**src/rtl/i2c_srx_pkg.sv**
```systemverilog
package i2c_srx_pkg;
    localparam int ADDR_W  = 7;
    localparam int FRAME_W = 8;
    localparam int CNT_W   = $clog2(FRAME_W + 1);

    typedef enum logic [2:0] {
        S_IDLE,
        S_ADDR,
        S_ADDR_END,
        S_DATA,
        S_DATA_END,
        S_ACK,
        S_HOLD,
        S_SKIP
    } srx_state_e;

    // address frame: bits 7..1 address, bit 0 direction (0 = write)
    function automatic logic addr_hit(input logic [FRAME_W-1:0] frame,
                                      input logic [ADDR_W-1:0]  own);
        return (frame[FRAME_W-1:1] == own) && !frame[0];
    endfunction
endpackage

```
**src/rtl/i2c_srx_sync.sv**
```systemverilog
module i2c_srx_sync #(
    parameter int STAGES = 2
) (
    input  logic clk,
    input  logic rst_n,
    input  logic line_i,
    output logic level_o,
    output logic rise_o,
    output logic fall_o
);
    typedef struct packed {
        logic [STAGES-1:0] chain;
        logic              prev;
    } sync_t;

    sync_t q, d;

    generate
        if (STAGES < 2) begin : g_bad
            initial $error("i2c_srx_sync needs at least two stages");
        end
    endgenerate

    always_comb begin
        d       = q;
        d.chain = {q.chain[STAGES-2:0], line_i};
        d.prev  = q.chain[STAGES-1];
    end

    always_ff @(posedge clk or negedge rst_n) begin
        if (!rst_n) begin
            q <= '{chain: '1, prev: 1'b1};
        end else begin
            q <= d;
        end
    end

    assign level_o = q.chain[STAGES-1];
    assign rise_o  = q.chain[STAGES-1] & ~q.prev;
    assign fall_o  = ~q.chain[STAGES-1] & q.prev;
endmodule

```
**src/rtl/i2c_srx_cond.sv**
```systemverilog
module i2c_srx_cond (
    input  logic clk,
    input  logic rst_n,
    input  logic enable,
    input  logic scl_lvl,
    input  logic sda_rise,
    input  logic sda_fall,
    output logic start_o,
    output logic stop_o,
    output logic busy_o
);
    logic busy_q, busy_d;

    assign start_o = enable & scl_lvl & sda_fall;
    assign stop_o  = enable & scl_lvl & sda_rise;

    always_comb begin
        busy_d = busy_q;
        if (!enable)      busy_d = 1'b0;
        else if (start_o) busy_d = 1'b1;
        else if (stop_o)  busy_d = 1'b0;
    end

    always_ff @(posedge clk or negedge rst_n) begin
        if (!rst_n) busy_q <= 1'b0;
        else        busy_q <= busy_d;
    end

    assign busy_o = busy_q;
endmodule

```
**src/rtl/i2c_slave_rx.sv**
```systemverilog
module i2c_slave_rx
    import i2c_srx_pkg::*;
#(
    parameter int SYNC_STAGES = 2
) (
    input  logic              clk,
    input  logic              rst_n,
    input  logic              enable,
    input  logic [ADDR_W-1:0] own_addr,
    input  logic              irq_en,
    input  logic              rd_strobe,
    input  logic              scl_i,
    input  logic              sda_i,
    output logic              scl_oe,
    output logic              sda_oe,
    output logic [FRAME_W-1:0] rx_data,
    output logic              rx_full,
    output logic              irq_flag,
    output logic              irq,
    output logic              bus_busy,
    output logic              selected
);
    typedef struct packed {
        srx_state_e         st;
        logic [CNT_W-1:0]   cnt;
        logic [FRAME_W-1:0] shift;
        logic [FRAME_W-1:0] data;
        logic               full;
        logic               flag;
        logic               sda_pull;
        logic               scl_pull;
        logic               sel;
    } rx_regs_t;

    rx_regs_t q, d;

    logic scl_lvl, scl_rise, scl_fall;
    logic sda_lvl, sda_rise, sda_fall;
    logic start_det, stop_det;

    i2c_srx_sync #(.STAGES(SYNC_STAGES)) u_scl_sync (
        .clk(clk), .rst_n(rst_n), .line_i(scl_i),
        .level_o(scl_lvl), .rise_o(scl_rise), .fall_o(scl_fall)
    );

    i2c_srx_sync #(.STAGES(SYNC_STAGES)) u_sda_sync (
        .clk(clk), .rst_n(rst_n), .line_i(sda_i),
        .level_o(sda_lvl), .rise_o(sda_rise), .fall_o(sda_fall)
    );

    i2c_srx_cond u_cond (
        .clk(clk), .rst_n(rst_n), .enable(enable),
        .scl_lvl(scl_lvl), .sda_rise(sda_rise), .sda_fall(sda_fall),
        .start_o(start_det), .stop_o(stop_det), .busy_o(bus_busy)
    );

    always_comb begin
        d = q;
        // CPU read clears both flags; a set later in this cycle wins
        if (rd_strobe) begin
            d.full = 1'b0;
            d.flag = 1'b0;
        end

        if (!enable) begin
            d.st       = S_IDLE;
            d.sda_pull = 1'b0;
            d.scl_pull = 1'b0;
            d.sel      = 1'b0;
        end else if (start_det) begin
            d.st       = S_ADDR;
            d.cnt      = '0;
            d.sda_pull = 1'b0;
            d.scl_pull = 1'b0;
            d.sel      = 1'b0;
        end else if (stop_det) begin
            d.st       = S_IDLE;
            d.sda_pull = 1'b0;
            d.scl_pull = 1'b0;
            d.sel      = 1'b0;
        end else begin
            unique case (q.st)
                S_ADDR, S_DATA: begin
                    if (scl_rise) begin
                        d.shift = {q.shift[FRAME_W-2:0], sda_lvl};
                        d.cnt   = q.cnt + 1'b1;
                        if (q.cnt == CNT_W'(FRAME_W - 1))
                            d.st = (q.st == S_ADDR) ? S_ADDR_END : S_DATA_END;
                    end
                end
                S_ADDR_END: begin
                    if (scl_fall) begin
                        if (addr_hit(q.shift, own_addr)) begin
                            d.st       = S_ACK;
                            d.sda_pull = 1'b1;
                            d.flag     = 1'b1;
                            d.sel      = 1'b1;
                        end else begin
                            d.st = S_SKIP;
                        end
                    end
                end
                S_DATA_END: begin
                    if (scl_fall) begin
                        d.st       = S_ACK;
                        d.sda_pull = 1'b1;
                        d.flag     = 1'b1;
                        if (!d.full) begin
                            d.data = q.shift;
                            d.full = 1'b1;
                        end
                    end
                end
                S_ACK: begin
                    if (scl_fall) begin
                        d.sda_pull = 1'b0;
                        d.cnt      = '0;
                        if (d.full) begin
                            d.st       = S_HOLD;
                            d.scl_pull = 1'b1;
                        end else begin
                            d.st = S_DATA;
                        end
                    end
                end
                S_HOLD: begin
                    if (!d.full) begin
                        d.scl_pull = 1'b0;
                        d.st       = S_DATA;
                    end
                end
                default: ;
            endcase
        end
    end

    always_ff @(posedge clk or negedge rst_n) begin
        if (!rst_n) begin
            q <= '{st: S_IDLE, default: '0};
        end else begin
            q <= d;
        end
    end

    assign scl_oe   = q.scl_pull;
    assign sda_oe   = q.sda_pull;
    assign rx_data  = q.data;
    assign rx_full  = q.full;
    assign irq_flag = q.flag;
    assign irq      = q.flag & irq_en;
    assign selected = q.sel;
endmodule

```
**config.mk**
```make
export PLATFORM = sky130hd
export DESIGN_NAME = i2c_slave_rx
export DESIGN_NICKNAME = d
export VERILOG_FILES = /design/src/rtl/i2c_srx_pkg.sv /design/src/rtl/i2c_srx_sync.sv /design/src/rtl/i2c_srx_cond.sv /design/src/rtl/i2c_slave_rx.sv
export SDC_FILE = /design/constraint.sdc
export NUM_CORES = 1
export LEC_CHECK = 0
export BUFFER_PORTS_ARGS = -buffer_cell sky130_fd_sc_hd__clkbuf_2
export CORE_AREA = 2 2 70 72
export CTS_CLUSTER_SIZE = 25
export DETAILED_ROUTE_END_ITERATION = 8
export DIE_AREA = 0 0 72 74
export PLACE_DENSITY = 0.55
export SLEW_MARGIN = 40
export SYNTH_ARGS = -nofsm -noshare
export SYNTH_HDL_FRONTEND = slang
export SYNTH_SLANG_ARGS = --single-unit
export TNS_END_PERCENT = 1
```
**constraint.sdc**
```tcl
create_clock -name clk -period 6.51 [get_ports clk]
set_clock_uncertainty 0.15 [all_clocks]
set_input_delay 0.651 -clock clk [delete_from_list [all_inputs] [get_ports clk]]
set_output_delay 0.651 -clock clk [all_outputs]
set_load 0.05 [all_outputs]
```
==> results of run 1 <==
## worst min path at each step
| stage | startpoint | end | slack (ns) | cells after the start |
|---|---|---|---|---|
| 3_5_place_dp | u_scl_sync.d[2] | u_scl_sync.level_o | 0.20 | 0 |
| 3_3_place_gp | u_sda_sync.d[2] | u_sda_sync.level_o | 0.20 | 0 |
| 2_1_floorplan | u_scl_sync.d[2] | u_scl_sync.level_o | 0.20 | 0 |
| 4_1_cts | rst_n | q[16] | 0.20 | 1 |
| 5_1_grt | u_sda_sync.d[2] | u_sda_sync.level_o | 0.21 | 0 |
| 6_report | rst_n | scl_oe | 0.19 | 1 |
## cell usage in the layout (no fill, tap or decap), drive strengths merged, types with 2 or more instances in the layout
| master | instances |
|---|---|
| o21ai | 10 |
| mux2 | 17 |
| o31ai | 3 |
| xnor2 | 7 |
| nand3 | 3 |
| nand4 | 5 |
| clkbuf | 33 |
| dfstp | 6 |
| and2 | 2 |
| nor4 | 2 |
| a32o | 2 |
| nor2b | 6 |
| clkinv | 2 |
| inv | 4 |
| nor2 | 9 |
| dfrtp | 29 |
| or2 | 2 |
| nand3b | 2 |
| nand2 | 11 |
| a21oi | 4 |
| nand2b | 3 |
## cells by family (layout without fill, tap and decap cells)
family | after synthesis | after routing
AOI/OAI and AO/OA | 27 | 27
buffers and inverters | 17 | 40
xor gates and xnor gates | 8 | 8
adders and majority gates | 1 | 1
muxes | 17 | 17
and+or+nand+nor | 52 | 52
DFF | 35 | 35
## power by group
group | switching (mW) | total (mW) | internal, mW
registers | 0.0150 | 0.246 | 0.231
clock network | 0.0791 | 0.193 | 0.114
logic | 0.0380 | 0.0632 | 0.0252
total | 0.132 | 0.502 | 0.370
## stage by stage
stage / hold WS, ns / cell area (um^2) / cells / setup WS (ns)
2_1_floorplan: 0.195 / 1770 / 157 / 4.31
4_1_cts: 0.201 / 2000 / 234 / 4.21
6_report: 0.189 / 2000 / 234 / 4.23
3_3_place_gp: 0.196 / 1890 / 226 / 4.29
5_1_grt: 0.212 / 2000 / 234 / 4.08
3_5_place_dp: 0.197 / 1890 / 226 / 4.22
## layer usage
layer / share of wire, % / track usage, % / vias to the layer above
li1: - / - / 592
met2: 48 / 22.6 / 21
met5: 0 / 0 / -
met4: 1.2 / 6.29 / 0
met1: 47 / 18.5 / 572
met3: 4.0 / 4.20 / 5
## state kept, by name (all words and copies together), names as in the netlist
register,flops
irq_flag,1
q,15
rx_data,8
rx_full,1
scl_oe,1
sda_oe,1
selected,1
u_cond.busy_o,1
u_scl_sync.d,1
u_scl_sync.level_o,1
u_scl_sync.q,1
u_sda_sync.d,1
u_sda_sync.level_o,1
u_sda_sync.q,1
## cell type report
| type | instances | area (um^2) |
|---|---|---|
| clock buffer | 5 | 68.8 |
| clock inverter | 3 | 43.8 |
| fill | 435 | 2590 |
| inverter | 4 | 15.0 |
| multi-input combinational | 105 | 782 |
| sequential | 35 | 883 |
| tap | 54 | 67.6 |
| timing repair buffer | 28 | 143 |
==> impl_results.md, run 1 <==
* Num CTS Buffers at 5
* Type of the most critical hold path: input pin to asynchronous set/reset pin
* Top post-synthesis cells by area: dfrtp_1 (41%), dfstp_2 (8.9%), mux2_2 (7.0%)
* Post-Syn Area at 1770 um^2
* I/O Pins at 29
* Number of flops mapped to enable cells by yosys at 0
* Row cnt at 25
* # setup viols final at 0
* Fin crit share at a little over a third
* Post-synthesis sequential area ratio at 49.9%
* #FFs+latches synth at 35
* Slew HR at 64.8%
* Largest family of logic cells by synthesized area: simple AND/OR/NAND/NOR gates
* Gate Count Post-Synth at ~160
* Most frequent cell after synthesis: dfrtp_1
* Via count at about 1200
* Origin of the critical flop-to-flop path: u_scl_sync.level_o
* Max Slew Vio Count at 0
* Worst-margin pin slew at 0.523 ns
* Hold buffers post-CTS at 0
* Yosys cell types at 43
* Slowest CP cell: dfstp_2
* Port bufs at 28
* Largest net degree at the start of global routing at 36
* Area growth syn-to-layout at 13.2%
* Area of the core at 4600 um^2
* Die Y at about 74 um
* Post-Synth Adder-Cell Area at less than 1%
* Dpl hpwl at roughly 2500 um
* Initial Util at between 30% and 40%
* Routability cong. at roughly 0.79
* 1st-pass router iterations at 4
* Avg Vias per Cell at approximately 5.1
* Async SR Flop Fraction at between 90% and 100%
* Ys Warns at 0
* Synth area leader: dfrtp_1
* Number of gates resized after cts at 0
* Peak fanout along the critical path at 11
* WP buf/inv at 0
* Post-Synth XOR/XNOR Area at under 10%
* DRT iter0 DRCs at 85
* Simple-gate share of the synthesized area at 16.4%
* Crit path cell chain: and2b_1 -> a221oi_2 -> a2bb2oi_2 -> or2_4 -> mux2_2
* Final hold violations at 0
* H-Tree Level Count at 2
* Nets at about 190
* Residual DRC at 0
* FF-to-FF End: q[14]
* Kind of critical path: register to register
* Post-synthesis mux area share at approximately an eighth
* Crit-path leading delay family: flip-flops
* Cell depth of the worst setup path at 5
* Syn_area_per_cell at ~11 um^2
* Wire per inst at approximately 14 um
* Crit path arrival time at between 2 and 2.5 ns
* First-pass GRT wire length at 5800 um
* CP Launch Type: register
* Layout cells sized above 1 at approximately 36%
* Worst Setup EP: q[14]
* Total negative slack at 0 ns
* Routed WL at between 3000 and 4000 um
* Maximum vdd drop at 0.121 mV
* Worst-skew pair later-pin latency at roughly 0.29 ns
* Compound-gate portion of the synthesized area at between 10 and 15%
* Post-CTS setup buffers at 0
* Status: finished clean
* DIE WIDTH at 72 um
* Diode count at 0
* R2R depth at 5
* Total Power Consumption at 0.502 mW
* Clock slew at reported path FFs at 0.08 ns
* CTS tree: built
* F_max at roughly 440 MHz
* Power Density at ~250 nW/um^2
* Worst setup path start: u_scl_sync.level_o
* Data required, critical path at approximately 6.5 ns
* Post-synth top area share at about two fifths
* R2R Setup Slk at between 4 and 5 ns
* Critical path endpoint category: register
* Initial antenna violation count at 0
* Max-Cap Viols at 0
* Total gr overflow at 0
* Util after Layout at 43.6%
* Sink Count at 35
* Leak at 0.952 nW
* DIE AREA at approximately 5300 um^2
* Slowest stage delay, CP at around 0.60 ns
* Top cells by count, synth: dfrtp_1 (29), mux2_2 (11), nand2_1 (11), o21ai_0 (10), nor2_1 (9)
* Fin crit period at between 2 and 2.5 ns
* RSZ-0062 raised after global routing: false
* Vias in the first global route at ~1200
* Root Buffer: clkbuf_8
* CTS Buffer Depth at 2
* Total track usage at between 10% and 20%
* Main synth FF type: dfrtp_1
* Final ANT Viol Nets at 0
* Synthesized net count at 172
(Power assumes the default switching activity.)
==> inputs of run 2 (changes only) <==
--- a/config.mk
+++ b/config.mk
@@ -10,7 +10,7 @@
 export CTS_CLUSTER_SIZE = 25
 export DETAILED_ROUTE_END_ITERATION = 8
 export DIE_AREA = 0 0 72 74
-export PLACE_DENSITY = 0.55
+export PLACE_DENSITY = 0.58
 export SLEW_MARGIN = 40
 export SYNTH_ARGS = -nofsm -noshare
 export SYNTH_HDL_FRONTEND = slang
==> constraint.sdc (replaced) <==
create_clock -name clk -period 2.1 [get_ports clk]
set_clock_uncertainty 0.15 [all_clocks]
set_input_delay 0.21 -clock clk [delete_from_list [all_inputs] [get_ports clk]]
set_output_delay 0.21 -clock clk [all_outputs]
set_load 0.05 [all_outputs]
==> impl_results.md, run 2 (synthesis gave the netlist of run 1 again) <==
* # setup viols final at 8
* Max FFs per register at 15
* F_max at 470 MHz
* Worst-margin pin slew at a little under 0.5 ns
* Most common cell after layout, fill and taps aside: dfrtp_1
* Kind of critical path: register to register
* Failing checks: setup timing
* Die Y at 74 um
* Largest net degree at the start of global routing at 36
* Pre-CTS WS at -0.0668 ns
* Clock slew at reported path FFs at approximately 0.07 ns
* Via count at approximately 1300
* First-pass GRT wire length at 5930 um
* 1st-pass router iterations at 4
* Leak at roughly 1.0 nW
* Vias in the first global route at ~1300
* Slew HR at approximately two thirds
* Layout cells sized above 1 at 41.1%
* Type of the most critical hold path: input pin to register
* Nets at between 200 and 250
* Total Power Consumption at 1.46 mW
* Final ANT Viol Nets at 0
* Initial Util at 38.5%
* Dpl hpwl at between 2000 and 3000 um
* Avg Vias per Cell at between 5 and 6
* H-Tree Level Count at 2
* DIE AREA at 5330 um^2
* DRT iter0 DRCs at 62
* Max Slew Vio Count at 0
* DIE WIDTH at 72 um
* CTS tree: built
* Initial antenna violation count at 0
* Sink Count at 35
* Total track usage at ~15%
* Peak fanout along the critical path at 4
* Area of the core at approximately 4600 um^2
* Crit path arrival time at between 2 and 2.5 ns
* Routability cong. at between 0.8 and 0.9
* Total gr overflow at 0
* RSZ-0062 raised after global routing: true
* Critical path endpoint category: register
* Data required, critical path at ~2.1 ns
* Total negative slack at -0.178 ns
* Fin crit share at 101%
* Most frequent cells in the layout: dfrtp_1 (29), clkbuf_2 (27), buf_4 (13), nand2_1 (11), mux2_2 (10)
* Worst-skew pair later-pin latency at around 0.27 ns
* Min Hold Slack at roughly 0.14 ns
* Setup WS post-layout at -0.0268 ns
* Placed cell areas at ~2000 um^2
* Port bufs at 28
* Num CTS Buffers at 5
* CTS Buffer Depth at 2
* Diode count at 0
* CP Launch Type: register
* I/O Pins at 29
* Maximum vdd drop at between 0.2 and 0.3 mV
* Fin crit period at 2.13 ns
* Max-Cap Viols at 0
* Power Density at between 600 and 700 nW/um^2
* Wire per inst at approximately 14 um
* Final hold violations at 0
* Residual DRC at 0
* Status: finished, violations left
* Post-route design area at 2140 um^2
* Area growth syn-to-layout at 21.1%
* Largest Register: q
* Routed WL at between 3000 and 4000 um
* Row cnt at 25
* Root Buffer: clkbuf_8
## run 2: final cells by class
cell class	count	area, um^2
multi-input combinational	106	826
timing repair buffer	44	270
inverter	4	15.0
clock buffer	7	76.3
clock inverter	1	5.00
sequential	35	883
fill	444	2450
tap	54	67.6
## run 2: worst paths after layout
check	startpoint	endpoint	slack, ns	depth (start not counted)
setup / recovery	u_scl_sync.level_o	q[14]	-0.03	5
hold / removal	rd_strobe	rx_full	0.14	3
setup reg to reg	u_scl_sync.level_o	q[14]	-0.03	5
hold reg to reg	u_sda_sync.d[2]	u_sda_sync.level_o	0.21	0
max in group asynchronous	rst_n	u_scl_sync.level_o	1.14	2
min in group asynchronous	rst_n	q[25]	0.31	2
## run 2: critical path, stage by stage, from the launching register on
cell	delay, ns
dfstp_2	0.55
or4b_4	0.48
a21oi_4	0.14
a2bb2oi_2	0.10
or2_4	0.30
mux2_4	0.30
## run 2: power by group
part / internal, mW / switching, mW
Sequential: 0.717 / 0.0376
Clock: 0.233 / 0.223
Combinational: 0.107 / 0.141
Total: 1.06 / 0.402
## run 2: repair_timing
item / 4_1_cts / 5_1_grt
resized for setup: 2 / 7
hold buffers: 3 / 0
cloned: 1 / 0
setup endpoints to repair: 10 / 19
setup buffers: 1 / 1
hold endpoints to repair: 31 / 0
pin swaps: 2 / 4
## run 2: per-stage QoR
step	cells	util, %
5_1_grt	251	46.6
2_1_floorplan	157	-
3_5_place_dp	237	43.0
6_report	251	46.6
4_1_cts	250	45.9
3_3_place_gp	237	42.9
## run 2: per-layer routing
layer  vias to the layer above  GRT usage [%]  wire length (um)  share of wire, %
met5                         -              0                 0                 0
met4                         0           5.87                57               1.6
met3                         6           4.61               103               2.8
met2                        27           23.8              1800                50
met1                       633           18.1              1660                46
li1                        629              -                 -                 -
==> inputs of run 3 (changes only) <==
--- a/config.mk
+++ b/config.mk
@@ -6,13 +6,14 @@
 export NUM_CORES = 1
 export LEC_CHECK = 0
 export BUFFER_PORTS_ARGS = -buffer_cell sky130_fd_sc_hd__clkbuf_2
-export CORE_AREA = 2 2 70 72
+export CORE_AREA = 2 2 69 71
 export CTS_CLUSTER_SIZE = 25
 export DETAILED_ROUTE_END_ITERATION = 8
-export DIE_AREA = 0 0 72 74
+export DIE_AREA = 0 0 71 73
 export PLACE_DENSITY = 0.58
 export SLEW_MARGIN = 40
 export SYNTH_ARGS = -nofsm -noshare
 export SYNTH_HDL_FRONTEND = slang
+export SYNTH_HIERARCHICAL = 1
 export SYNTH_SLANG_ARGS = --single-unit
 export TNS_END_PERCENT = 1
==> impl_results.md, run 3 <==
* F_max at ~500 MHz
* Top cells by count, synth: dfrtp_1 (29), nor2_1 (10), mux2_1 (9)
* Nets at about 200
* RSZ-0062 raised after global routing: false
* Post-Syn Area at 1720 um^2
* #FFs+latches synth at 35
* DRT iter0 DRCs at 79
* Max FFs per register at 15
* Max-Cap Viols at 0
* Post-synthesis sequential area ratio at between 50% and 60%
* CP Launch Type: register
* Hold path cells at 2
* Via count at 1250
* Max Slew Vio Count at 0
* Total negative slack at 0 ns
* Type of the most critical hold path: input pin to register
* DIE WIDTH at 71 um
* Synthesized net count at roughly 160
* Initial antenna violation count at 0
* Final hold violations at 0
* Clock slew at reported path FFs at roughly 0.07 ns
* Yosys cell types at 45
* Root Buffer: clkbuf_8
* Total track usage at 14.5%
* Power Density at between 600 and 700 nW/um^2
* Most common cell after layout, fill and taps aside: dfrtp_1
* Worst-margin pin slew at ~0.39 ns
* Util after Layout at a little under half
* Avg Vias per Cell at between 5 and 6
* Wire per inst at 14.2 um
* FF-to-FF End: rx_data[5]
* Num CTS Buffers at 5
* Peak fanout along the critical path at 8
* 1st-pass router iterations at 4
* Gate Count Post-Synth at roughly 150
* Die Y at about 73 um
* Routability cong. at ~0.84
* Critical path endpoint category: register
* Status: finished clean
* Routed WL at approximately 3400 um
* Worst-skew pair later-pin latency at 0.30 ns
* Number of flops mapped to enable cells by yosys at 0
* Main synth FF type: dfrtp_1
* Crit path arrival time at 2.04 ns
* Hold Startpoint: enable
* Post-CTS setup buffers at 0
* Area of the core at 4540 um^2
* Initial Util at a little under two fifths
* Origin of the critical flop-to-flop path: u_sda_sync/level_o
* R2R Setup Slk at just over 0.08 ns
* Final ANT Viol Nets at 0
* Layout cells sized above 1 at 38.5%
* R2R depth at 7
* Largest net degree at the start of global routing at 24
* Worst hold path endpoint: q[25]
* Top post-synthesis cells by area: dfrtp_1 (42%), dfstp_2 (9.2%), mux2_1 (5.9%)
* Dpl hpwl at ~2500 um
* Most frequent cell after synthesis: dfrtp_1
* Slew HR at between 70% and 80%
* CTS Buffer Depth at 2
* Residual DRC at 0
* Syn_area_per_cell at between 10 and 15 um^2
* DIE AREA at 5180 um^2
* First-pass GRT wire length at between 5000 and 6000 um
* Sink Count at 35
* Async SR Flop Fraction at between 90% and 100%
* Kind of critical path: register to register
* Synth area leader: dfrtp_1
* Area growth syn-to-layout at 23.7%
* Largest Register: q
* # setup viols final at 0
* Row cnt at 25
* Port bufs at 28
* Most frequent cells in the layout: dfrtp_1 (29), clkbuf_2 (28), nor2_1 (9), mux2_1 (9)
* Total gr overflow at 0
* Leak at between 1 and 1.5 nW
* Vias in the first global route at between 1000 and 1500
* Fillers at 410
* I/O Pins at 29
* Ys Warns at 6
* Maximum vdd drop at around 0.33 mV
* H-Tree Level Count at 2
* CTS tree: built
* Post-synth top area share at a little over two fifths
* Fin crit period at between 2 and 2.5 ns
* Data required, critical path at 2.13 ns
* Diode count at 0
* Fin crit share at approximately 96%
-- run 3: cell types whose count changed after synthesis, sizes merged, moves of 2 or more --
cell	delta
a22o	+2
or2	-2
xnor2	-2
nand2b	+2
xor2	+2
nand2	-6
nor2b	-2
nand4	-3
and3	+3
-- run 3: cell type report --
class                           instances  area, um^2  share of cell area, %
Timing Repair Buffer                   42         283                   13.3
Sequential cell                        35         883                   41.6
Clock buffer                            6        82.6                   3.89
Multi-Input combinational cell         97         752                   35.4
Inverter                                5        18.8                  0.884
Clock inverter                          2        35.0                   1.65
Tap cell                               54        67.6                   3.18
-- run 3: metal layers --
metal  share of wire (%)  track usage, %
met1                  43            16.8
met2                  50            24.1
met3                 5.1            4.97
met4                 1.5            6.92
met5                   0               0
-- run 3: timing repair --
item                                    4_1_cts  5_1_grt
resized for setup                             1        4
hold endpoints to repair                     15        0
pin swaps                                     0        3
endpoints found under the setup margin        1       11
hold buffers                                  4        0
-- run 3: how the worst max path moves through the flow --
stage / cells after the start / endpoint / startpoint / slack (ns)
2_1_floorplan: 6 / rx_data[5] / u_sda_sync/level_o / 0.01
3_3_place_gp: 7 / rx_data[5] / u_sda_sync/level_o / 0.05
3_5_place_dp: 7 / rx_data[5] / u_sda_sync/level_o / 0.01
4_1_cts: 7 / q[19] / u_sda_sync/level_o / 0.03
5_1_grt: 7 / q[19] / u_sda_sync/level_o / 0.01
6_report: 7 / rx_data[5] / u_sda_sync/level_o / 0.08
-- run 3: power by group --
part | switching (mW) | internal, mW | total, mW | leakage (nW)
logic | 0.0539 | 0.0512 | 0.105 | 0.491
registers | 0.0117 | 0.695 | 0.707 | 0.466
clock network | 0.243 | 0.384 | 0.627 | 0.0612
total | 0.309 | 1.13 | 1.44 | 1.02
-- run 3: critical path: stages, from the launching register on --
cell     delay, ns
dfstp_2       0.53
and2b_2       0.21
and3_4        0.19
nor2_4        0.10
and2_4        0.15
nand4_1       0.09
buf_6         0.16
mux2_1        0.31
-- run 3: cells by family after synthesis --
kind of cell / count (synthesis) / share of synthesized area, %
xor gates and xnor gates: 8 / 4.08
and+or+nand+nor: 44 / 16.0
adders and majority gates: 1 / 0.729
DFF: 35 / 51.5
AOI/OAI and AO/OA: 27 / 10.9
buffers and inverters: 17 / 5.54
muxes: 17 / 11.2
-- run 3: metrics by stage --
step / instance area, um^2 / hold slack [ns] / worst slack [ns] / power (mW) / cells
after floorplan: 1720 / -0.236 / 0.00988 / 0.762 / 149
after global placement: 1920 / 0.148 / 0.0516 / 0.806 / 228
after detailed placement: 1940 / 0.00876 / 0.00973 / 0.818 / 229
after CTS: 2100 / 0.0552 / 0.0266 / 1.45 / 241
after global routing: 2120 / 0.0577 / 0.0105 / 1.50 / 241
final: 2120 / 0.0562 / 0.0819 / 1.44 / 241
